--- config.mk ---
export PLATFORM = sky130hd
export DESIGN_NAME = desc_ring_seq
export DESIGN_NICKNAME = d
export VERILOG_FILES = /design/src/rtl/dring_pkg.sv /design/src/rtl/dring_ptr.sv /design/src/rtl/dring_mport.sv /design/src/rtl/dring_tx.sv /design/src/rtl/dring_rx.sv /design/src/rtl/desc_ring_seq.sv
export SDC_FILE = /design/constraint.sdc
export NUM_CORES = 1
export LEC_CHECK = 0
export ABC_CLOCK_PERIOD_IN_PS = 3400
export BUFFER_PORTS_ARGS = -buffer_cell sky130_fd_sc_hd__buf_2
export CAP_MARGIN = 20
export CORE_ASPECT_RATIO = 0.75
export CORE_MARGIN = 3
export CORE_UTILIZATION = 30
export CTS_BUF_LIST = sky130_fd_sc_hd__clkbuf_16
export DETAILED_ROUTE_END_ITERATION = 8
export SYNTH_ARGS = -nofsm -noshare
export SYNTH_HDL_FRONTEND = slang
export SYNTH_SLANG_ARGS = --single-unit
--- constraint.sdc ---
create_clock -name clk -period 3.4 [get_ports clk]
set_input_delay 0.68 -clock clk [delete_from_list [all_inputs] [get_ports clk]]
set_output_delay 0.68 -clock clk [all_outputs]
set_load 0.01 [all_outputs]
--- src/rtl/dring_pkg.sv ---
// Package: shared widths, descriptor bit positions, ring bases and
// the status word builder used by both ring walkers.
package dring_pkg;

    localparam int unsigned ADDR_W  = 12;
    localparam int unsigned DATA_W  = 16;
    localparam int unsigned STAT_W  = 4;
    localparam int unsigned RDY_BIT  = 15;  // ready (tx) / empty (rx)
    localparam int unsigned WRAP_BIT = 13;  // last descriptor of ring

    typedef logic [ADDR_W-1:0] addr_t;
    typedef logic [DATA_W-1:0] word_t;
    typedef logic [STAT_W-1:0] stat_t;

    localparam addr_t TX_BASE = 12'hC00;

    // Receive ring base for a descriptor-size code.
    function automatic addr_t rx_base(input logic [1:0] code);
        case (code)
            2'd0:    return 12'hC40;
            2'd1:    return 12'hC80;
            2'd2:    return 12'hD00;
            default: return 12'hE00;
        endcase
    endfunction

    // Status word written back when a descriptor is handed back.
    function automatic word_t done_word(input logic wrap, input stat_t st);
        word_t w;
        w = '0;
        w[WRAP_BIT] = wrap;
        w[STAT_W-1:0] = st;
        return w;
    endfunction

endpackage

--- src/rtl/dring_ptr.sv ---
// Module: ring pointer. Holds the current descriptor address of one
// ring. Reloads from base_in on restart and remembers that base for
// wrapping. Steps by STEP bytes, or back to the base when the
// descriptor just consumed carried the wrap bit.
// Assumes: restart and adv are never both set in one cycle by callers
// that rely on the step; restart takes precedence.
module dring_ptr
    import dring_pkg::*;
#(
    parameter int unsigned STEP = 8
) (
    input  logic  clk,
    input  logic  rst_n,
    input  logic  restart,
    input  addr_t base_in,
    input  logic  adv,
    input  logic  wrap,
    output addr_t ptr
);

    addr_t base_q;

    // Pointer and base register update.
    always_ff @(posedge clk) begin
        if (!rst_n) begin
            base_q <= '0;
            ptr    <= '0;
        end else if (restart) begin
            base_q <= base_in;
            ptr    <= base_in;
        end else if (adv) begin
            ptr <= wrap ? base_q : ptr + addr_t'(STEP);
        end
    end

endmodule

--- src/rtl/dring_mport.sv ---
// Module: descriptor port arbiter. Serves NCL clients over one
// request/acknowledge word port, one access at a time. The lowest
// client index wins. A client holds its request until its done bit
// pulses, and drops it in the following cycle.
// Assumes: dp_ack only arrives while dp_req is high.
module dring_mport
    import dring_pkg::*;
#(
    parameter int unsigned NCL = 3
) (
    input  logic           clk,
    input  logic           rst_n,
    input  logic [NCL-1:0] cl_req,
    input  logic [NCL-1:0] cl_we,
    input  addr_t          cl_addr  [NCL],
    input  word_t          cl_wdata [NCL],
    output logic [NCL-1:0] cl_done,
    output logic           dp_req,
    output logic           dp_we,
    output addr_t          dp_addr,
    output word_t          dp_wdata,
    input  logic           dp_ack
);

    localparam int unsigned IW = (NCL > 1) ? $clog2(NCL) : 1;

    logic [IW-1:0] pick;
    logic [IW-1:0] owner;
    logic          busy;

    // Fixed-priority choice among waiting clients.
    always_comb begin
        pick = '0;
        for (int i = NCL - 1; i >= 0; i--) begin
            if (cl_req[i]) pick = IW'(i);
        end
    end

    // Grant, hold and release of the shared port.
    always_ff @(posedge clk) begin
        if (!rst_n) begin
            busy     <= 1'b0;
            owner    <= '0;
            dp_we    <= 1'b0;
            dp_addr  <= '0;
            dp_wdata <= '0;
        end else if (busy) begin
            if (dp_ack) busy <= 1'b0;
        end else if (|cl_req) begin
            busy     <= 1'b1;
            owner    <= pick;
            dp_we    <= cl_we[pick];
            dp_addr  <= cl_addr[pick];
            dp_wdata <= cl_wdata[pick];
        end
    end

    assign dp_req = busy;

    // One done strobe per client.
    for (genvar g = 0; g < NCL; g++) begin : g_done
        assign cl_done[g] = busy && dp_ack && (owner == IW'(g));
    end

endmodule

--- src/rtl/dring_tx.sv ---
// Module: transmit ring walker. Polls the current transmit descriptor
// and starts a frame when it is ready. Holds the sent frame through a
// heartbeat window of HB_CYC cycles, then writes its status back.
// Implements the graceful stop and its acknowledge.
// Assumes: a frame lasts longer than HB_CYC, so at most one frame waits
// in the heartbeat stage when the next mac_tx_done arrives.
module dring_tx
    import dring_pkg::*;
#(
    parameter int unsigned HB_CYC   = 800,
    parameter int unsigned POLL_CYC = 16,
    parameter int unsigned STEP     = 8
) (
    input  logic  clk,
    input  logic  rst_n,
    input  logic  enable,
    input  logic  en_rise,
    input  logic  gstop,
    input  logic  tx_done,
    input  stat_t tx_stat,
    input  logic  rd_rdy,
    input  logic  rd_wrap,
    input  logic  fetch_done,
    input  logic  wb_done,
    output logic  fetch_req,
    output addr_t fetch_addr,
    output logic  wb_req,
    output addr_t wb_addr,
    output word_t wb_data,
    output logic  tx_go,
    output logic  irq_txf,
    output logic  irq_gra,
    output logic  busy
);

    localparam int unsigned HBW = $clog2(HB_CYC + 1);
    localparam int unsigned PW  = $clog2(POLL_CYC + 1);

    logic           f_pend;
    logic [PW-1:0]  poll_cnt;
    logic           x_v, x_wrap;
    addr_t          x_addr;
    logic           h_v, h_wrap;
    addr_t          h_addr;
    stat_t          h_stat;
    logic [HBW-1:0] h_cnt;
    logic           gra_sent;
    logic           launch;
    addr_t          ptr;

    assign launch = f_pend && fetch_done && rd_rdy;

    dring_ptr #(.STEP(STEP)) u_ptr (
        .clk     (clk),
        .rst_n   (rst_n),
        .restart (en_rise),
        .base_in (TX_BASE),
        .adv     (launch && enable),
        .wrap    (rd_wrap),
        .ptr     (ptr)
    );

    // Descriptor polling: issue, complete, back off when not ready.
    always_ff @(posedge clk) begin
        if (!rst_n || !enable) begin
            f_pend   <= 1'b0;
            poll_cnt <= '0;
        end else if (f_pend) begin
            if (fetch_done) begin
                f_pend <= 1'b0;
                if (!rd_rdy) poll_cnt <= PW'(POLL_CYC);
            end
        end else if (poll_cnt != '0) begin
            poll_cnt <= poll_cnt - 1'b1;
        end else if (!x_v && !gstop) begin
            f_pend <= 1'b1;
        end
    end

    // Frame on the wire: loaded at launch, released at end of frame.
    always_ff @(posedge clk) begin
        if (!rst_n || !enable) begin
            x_v    <= 1'b0;
            x_wrap <= 1'b0;
            x_addr <= '0;
        end else if (launch) begin
            x_v    <= 1'b1;
            x_wrap <= rd_wrap;
            x_addr <= ptr;
        end else if (tx_done && x_v) begin
            x_v <= 1'b0;
        end
    end

    // Start strobe to the MAC.
    always_ff @(posedge clk) begin
        if (!rst_n || !enable) tx_go <= 1'b0;
        else                   tx_go <= launch;
    end

    // Heartbeat stage: count the window, then hand the status back.
    always_ff @(posedge clk) begin
        if (!rst_n || !enable) begin
            h_v    <= 1'b0;
            h_wrap <= 1'b0;
            h_addr <= '0;
            h_stat <= '0;
            h_cnt  <= '0;
        end else if (tx_done && x_v) begin
            h_v    <= 1'b1;
            h_wrap <= x_wrap;
            h_addr <= x_addr;
            h_stat <= tx_stat;
            h_cnt  <= HBW'(HB_CYC);
        end else if (h_v && h_cnt != '0) begin
            h_cnt <= h_cnt - 1'b1;
        end else if (h_v && wb_done) begin
            h_v <= 1'b0;
        end
    end

    // Write-back interrupt.
    always_ff @(posedge clk) begin
        if (!rst_n || !enable) irq_txf <= 1'b0;
        else                   irq_txf <= h_v && wb_done;
    end

    // Graceful stop acknowledge: one pulse once everything drained.
    always_ff @(posedge clk) begin
        if (!rst_n || !enable || !gstop) begin
            gra_sent <= 1'b0;
            irq_gra  <= 1'b0;
        end else if (!gra_sent && !busy) begin
            gra_sent <= 1'b1;
            irq_gra  <= 1'b1;
        end else begin
            irq_gra <= 1'b0;
        end
    end

    assign busy       = f_pend || x_v || h_v;
    assign fetch_req  = f_pend;
    assign fetch_addr = ptr;
    assign wb_req     = h_v && (h_cnt == '0);
    assign wb_addr    = h_addr;
    assign wb_data    = done_word(h_wrap, h_stat);

endmodule

--- src/rtl/dring_rx.sv ---
// Module: receive ring walker. On a frame-done pulse it reads the
// current receive descriptor. If that descriptor is empty, it writes
// the status and steps the ring. Otherwise it raises busy and stays.
// Assumes: mac_rx_done pulses arriving while a frame is still being
// handled are dropped without notice.
module dring_rx
    import dring_pkg::*;
#(
    parameter int unsigned STEP = 8
) (
    input  logic       clk,
    input  logic       rst_n,
    input  logic       enable,
    input  logic       en_rise,
    input  logic [1:0] dsize,
    input  logic       rx_done,
    input  stat_t      rx_stat,
    input  logic       rd_rdy,
    input  logic       rd_wrap,
    input  logic       acc_done,
    output logic       req,
    output logic       we,
    output addr_t      addr,
    output word_t      wdata,
    output logic       irq_rxf,
    output logic       irq_busy
);

    typedef enum logic [1:0] {RX_IDLE, RX_READ, RX_WRITE} rx_st_t;

    rx_st_t st;
    stat_t  r_stat;
    logic   r_wrap;
    addr_t  ptr;

    dring_ptr #(.STEP(STEP)) u_ptr (
        .clk     (clk),
        .rst_n   (rst_n),
        .restart (en_rise),
        .base_in (rx_base(dsize)),
        .adv     (st == RX_WRITE && acc_done && enable),
        .wrap    (r_wrap),
        .ptr     (ptr)
    );

    // Frame handling sequence and its interrupts.
    always_ff @(posedge clk) begin
        if (!rst_n || !enable) begin
            st       <= RX_IDLE;
            r_stat   <= '0;
            r_wrap   <= 1'b0;
            irq_rxf  <= 1'b0;
            irq_busy <= 1'b0;
        end else begin
            irq_rxf  <= 1'b0;
            irq_busy <= 1'b0;
            case (st)
                RX_IDLE: if (rx_done) begin
                    st     <= RX_READ;
                    r_stat <= rx_stat;
                end
                RX_READ: if (acc_done) begin
                    if (rd_rdy) begin
                        r_wrap <= rd_wrap;
                        st     <= RX_WRITE;
                    end else begin
                        irq_busy <= 1'b1;
                        st       <= RX_IDLE;
                    end
                end
                RX_WRITE: if (acc_done) begin
                    irq_rxf <= 1'b1;
                    st      <= RX_IDLE;
                end
                default: st <= RX_IDLE;
            endcase
        end
    end

    assign req   = (st != RX_IDLE);
    assign we    = (st == RX_WRITE);
    assign addr  = ptr;
    assign wdata = done_word(r_wrap, r_stat);

endmodule

--- src/rtl/desc_ring_seq.sv ---
// Module: descriptor ring sequencer top. Detects the enable rising
// edge and ties the transmit and receive ring walkers to the shared
// descriptor port. Port priority: transmit status write-back first,
// then the receive side, then transmit polling.
// Assumes: descriptor memory answers each request with a one-cycle
// dp_ack, carrying read data in that same cycle.
module desc_ring_seq
    import dring_pkg::*;
#(
    parameter int unsigned CLK_MHZ  = 200,
    parameter int unsigned HB_NS    = 4000,
    parameter int unsigned POLL_CYC = 16,
    parameter int unsigned STEP     = 8
) (
    input  logic        clk,
    input  logic        rst_n,
    input  logic        ctl_enable,
    input  logic        ctl_gstop,
    input  logic [1:0]  ctl_dsize,
    input  logic        mac_tx_done,
    input  logic [3:0]  mac_tx_stat,
    input  logic        mac_rx_done,
    input  logic [3:0]  mac_rx_stat,
    output logic        tx_go,
    output logic        dp_req,
    output logic        dp_we,
    output logic [11:0] dp_addr,
    output logic [15:0] dp_wdata,
    input  logic        dp_ack,
    input  logic [15:0] dp_rdata,
    output logic        irq_txf,
    output logic        irq_rxf,
    output logic        irq_busy,
    output logic        irq_gra
);

    localparam int unsigned HB_CYC = CLK_MHZ * HB_NS / 1000;
    localparam int unsigned NCL    = 3;
    localparam int unsigned C_TXWB = 0;
    localparam int unsigned C_RX   = 1;
    localparam int unsigned C_TXF  = 2;

    logic           en_q, en_rise;
    logic [NCL-1:0] cl_req, cl_we, cl_done;
    addr_t          cl_addr  [NCL];
    word_t          cl_wdata [NCL];
    logic           txf_req, tx_wb_req, rx_req, rx_we, tx_busy;
    addr_t          txf_addr, txwb_addr, rx_addr;
    word_t          txwb_data, rx_wdata;
    logic           rd_rdy, rd_wrap;
    logic           unused_rdata;

    // Enable edge detector.
    always_ff @(posedge clk) begin
        if (!rst_n) en_q <= 1'b0;
        else        en_q <= ctl_enable;
    end
    assign en_rise = ctl_enable && !en_q;

    assign rd_rdy       = dp_rdata[RDY_BIT];
    assign rd_wrap      = dp_rdata[WRAP_BIT];
    assign unused_rdata = ^dp_rdata;

    dring_tx #(
        .HB_CYC   (HB_CYC),
        .POLL_CYC (POLL_CYC),
        .STEP     (STEP)
    ) u_tx (
        .clk        (clk),
        .rst_n      (rst_n),
        .enable     (ctl_enable),
        .en_rise    (en_rise),
        .gstop      (ctl_gstop),
        .tx_done    (mac_tx_done),
        .tx_stat    (mac_tx_stat),
        .rd_rdy     (rd_rdy),
        .rd_wrap    (rd_wrap),
        .fetch_done (cl_done[C_TXF]),
        .wb_done    (cl_done[C_TXWB]),
        .fetch_req  (txf_req),
        .fetch_addr (txf_addr),
        .wb_req     (tx_wb_req),
        .wb_addr    (txwb_addr),
        .wb_data    (txwb_data),
        .tx_go      (tx_go),
        .irq_txf    (irq_txf),
        .irq_gra    (irq_gra),
        .busy       (tx_busy)
    );

    dring_rx #(.STEP(STEP)) u_rx (
        .clk      (clk),
        .rst_n    (rst_n),
        .enable   (ctl_enable),
        .en_rise  (en_rise),
        .dsize    (ctl_dsize),
        .rx_done  (mac_rx_done),
        .rx_stat  (mac_rx_stat),
        .rd_rdy   (rd_rdy),
        .rd_wrap  (rd_wrap),
        .acc_done (cl_done[C_RX]),
        .req      (rx_req),
        .we       (rx_we),
        .addr     (rx_addr),
        .wdata    (rx_wdata),
        .irq_rxf  (irq_rxf),
        .irq_busy (irq_busy)
    );

    assign cl_req[C_TXWB]   = tx_wb_req;
    assign cl_we[C_TXWB]    = 1'b1;
    assign cl_addr[C_TXWB]  = txwb_addr;
    assign cl_wdata[C_TXWB] = txwb_data;
    assign cl_req[C_RX]     = rx_req;
    assign cl_we[C_RX]      = rx_we;
    assign cl_addr[C_RX]    = rx_addr;
    assign cl_wdata[C_RX]   = rx_wdata;
    assign cl_req[C_TXF]    = txf_req;
    assign cl_we[C_TXF]     = 1'b0;
    assign cl_addr[C_TXF]   = txf_addr;
    assign cl_wdata[C_TXF]  = '0;

    dring_mport #(.NCL(NCL)) u_port (
        .clk      (clk),
        .rst_n    (rst_n),
        .cl_req   (cl_req),
        .cl_we    (cl_we),
        .cl_addr  (cl_addr),
        .cl_wdata (cl_wdata),
        .cl_done  (cl_done),
        .dp_req   (dp_req),
        .dp_we    (dp_we),
        .dp_addr  (dp_addr),
        .dp_wdata (dp_wdata),
        .dp_ack   (dp_ack)
    );

endmodule

==> out/results.txt <==
Largest net degree at the start of global routing = 47
Fin. Hold Viols = 0
WP data arrival = 2770 ps
Status = completed
I/O pin count = 68
Final Cycle Share = 74.5%
Initial DRC count = 321
Cells after Synth = 574
Crit Path Class = reg2reg
Synthesized area per cell = 8.56 um2
Via Count = 4,120
Num CTS Buffers = 9
Startpoint Class = flop
Sink Count = 109
Clock Latency Late Sink = 350 ps
Core Rows = 39
Die Wd = 154 um
Core Area = 15,600 um2
Slew Limit Headroom = 30.4%
Root buf cell = clkbuf_16
Bufs on Longest Clock Path = 2
Setup TNS = 0 ps
Synth Register Bits = 109
Design area = 5510 um2
Most used flip-flop cell after synthesis = dfxtp_1
Synthesized area = 4910 um2
Post-Route WL = 12,700 um
Final Slew Violations = 0
HPWL after DPL = 9170 um
Global route overflow = 0
Drt first pass iters = 7
Leak Pwr = 1.97 nW
Gr usage total = 14.1%
Die H = 117 um
Part of the Yosys area used for sequential elements = 44.4%
Min Tclk post-route = 2530 ps
Final Util = 35.3%
Nets = 634
Cts hold-fix bufs = 0
Setup Buffers After CTS = 0
Final setup vio count = 0
DIE AREA = 18,000 um2
Antenna diode count = 0
Area growth from synthesis to layout = 12.2%
Peak Freq = 395 MHz
PwrDens = 492 nW/um2
Synth warn = 0
Total chip power = 2.71 mW
First-pass GRT wire length = 20,300 um
FFs w/ async S/R, synth = 0%
GPL Wtd Cong = 0.851
Worst-Margin Slew = 1030 ps
Hold_ws = 450 ps
Largest cells by area after synthesis = dfxtp_1 (44%), mux2i_1 (6.1%), nand2_1 (6.0%), a21oi_1 (4.5%), nor2_1 (3.6%)
Antenna Violating Nets Remaining = 0
Initial Utilization = 31.5%
Clk slew on worst S/H paths = 80 ps
Crit path capture type = flop
# fillers = 1,628
Max cap viols = 0
Vias in the first global route = 3,897
Worst Hold Class = reg2reg
Multi-input logic area = 2480 um2
DP Area = 5230 um2
Share of cells above drive strength 1 = 12.5%
Critical path data required time = 3640 ps
Most area-hungry cell type in the Yosys netlist = dfxtp_1
CTS tree = yes
Count of input and output buffers = 42
Flip-flop and latch area = 2180 um2
VDD IR max = 0.000234 V
Post-synth top area share = 44.4%
Initial antenna violation count = 0
DR WL/cell = 15.7 um
Post-route DRC = 0
H-tree level count = 3
Distinct cells, synth = 58
Via density per instance = 5.11
Clock Skews = 9.71 ps
Post-synth EDFFs = 0
CP max FO = 17
# resized after CTS = 0
Unrepaired setup endpoints after global routing = no
==> cell usage after synthesis, types with 8 or more instances <==
library cell,count
a21oi_1,44
a31oi_1,9
buf_4,13
clkbuf_1,30
xnor2_1,10
and2_1,8
nor3_1,17
a221o_1,9
inv_1,13
nor2_1,47
o21ai_0,18
mux2i_1,30
nand2_1,79
nand3_1,27
dfxtp_1,109
==> registers in the layout, indices dropped and copies added, names as in the netlist, 2 cells and up <==
signal	flops
u_rx.u_ptr.ptr	9
u_rx.u_ptr.base_q	5
u_tx.u_ptr.ptr	12
u_tx.h_stat	4
u_tx.poll_cnt	5
u_port.dp_wdata	5
u_tx.h_cnt	10
u_port.dp_addr	12
u_rx.r_stat	4
u_tx.x_addr	12
u_tx.wb_addr	12
u_port.owner	2
u_rx.st	2
==> worst paths after layout <==
check        cells past startpoint                              end  slack (ps)                        start
min reg2reg                      2     u_tx.wb_addr[3]$_SDFFE_PP0P_         450  u_tx.x_addr[3]$_SDFFE_PP0P_
min                              2     u_tx.wb_addr[3]$_SDFFE_PP0P_         450  u_tx.x_addr[3]$_SDFFE_PP0P_
max reg2reg                      7  u_port.dp_addr[10]$_SDFFE_PN0P_         870   u_tx.h_cnt[0]$_SDFFE_PP0P_
max                              7  u_port.dp_addr[10]$_SDFFE_PN0P_         870   u_tx.h_cnt[0]$_SDFFE_PP0P_
==> report_power, final <==
part           internal [mW]  switching (mW)
clock network          0.503           0.484
logic                  0.146           0.196
registers               1.32          0.0616
==> through the flow <==
| stage | worst slack (ps) | cells |
|---|---|---|
| after global placement | 962 | 791 |
| after detailed placement | 866 | 791 |
| after floorplan | 1400 | 584 |
| after global routing | 730 | 807 |
| after CTS | 867 | 807 |
| final | 868 | 807 |
==> cell usage in the layout, fill, tap and decap left out, drive strengths merged, types with 4 or more instances in the layout <==
cell and count:
or3 5, a31o 5, a221o 9, nor3 17, and3 5, o21a 4
conb 11, ha 4, dfxtp 109, buf 49, clkbuf 9, o31ai 6
nor2 47, a21o 5, a21boi 6, a21oi 44, o2bb2ai 5, xnor2 10
mux2i 30, inv 16, nor2b 5, clkinv 5, nor4 4, o21ai 18
nand2b 4, nand2 79, nand4 4, a31oi 9, o211ai 4, nand3b 5
and2 8, nand3 27
==> area by class of cell <==
type,instances,area share [%]
flip-flops and latches,109,39.6
repair buffers,49,4.77
clock inverters,7,0.976
clock buffers,9,4.09
inverters,14,0.953
well taps,205,4.65
multi-input cells,414,45.0
==> per-layer routing <==
metal | wire, um | global-route usage (%) | share of wire [%] | vias up
met1 | 6440 | 20.4 | 51 | 1967
li1 | - | - | - | 2052
met3 | 626 | 3.01 | 4.9 | 8
met2 | 5510 | 21.9 | 43 | 93
met4 | 101 | 3.12 | 0.80 | 0
met5 | 0 | 0 | 0 | -
==> logic make-up after synthesis <==
| kind of cell | synth area share, % |
|---|---|
| AO/OA/AOI/OAI | 17.6 |
| XOR/XNOR | 1.96 |
| adder cells (fa/ha/maj) | 1.02 |
| buffers and inverters | 5.86 |
| flip-flops | 44.4 |
| multiplexers | 6.11 |
| other | 0.0763 |
| AND/OR/NAND/NOR | 22.9 |
==> critical path: stages, from the launching register on <==
cell       delay (ps)
dfxtp_1           310
inv_1              90
ha_1              260
nand4bb_2         250
nor4b_4           700
buf_4             390
mux2i_1           130
a221o_1           270
Power figures use the tool's default switching activity.
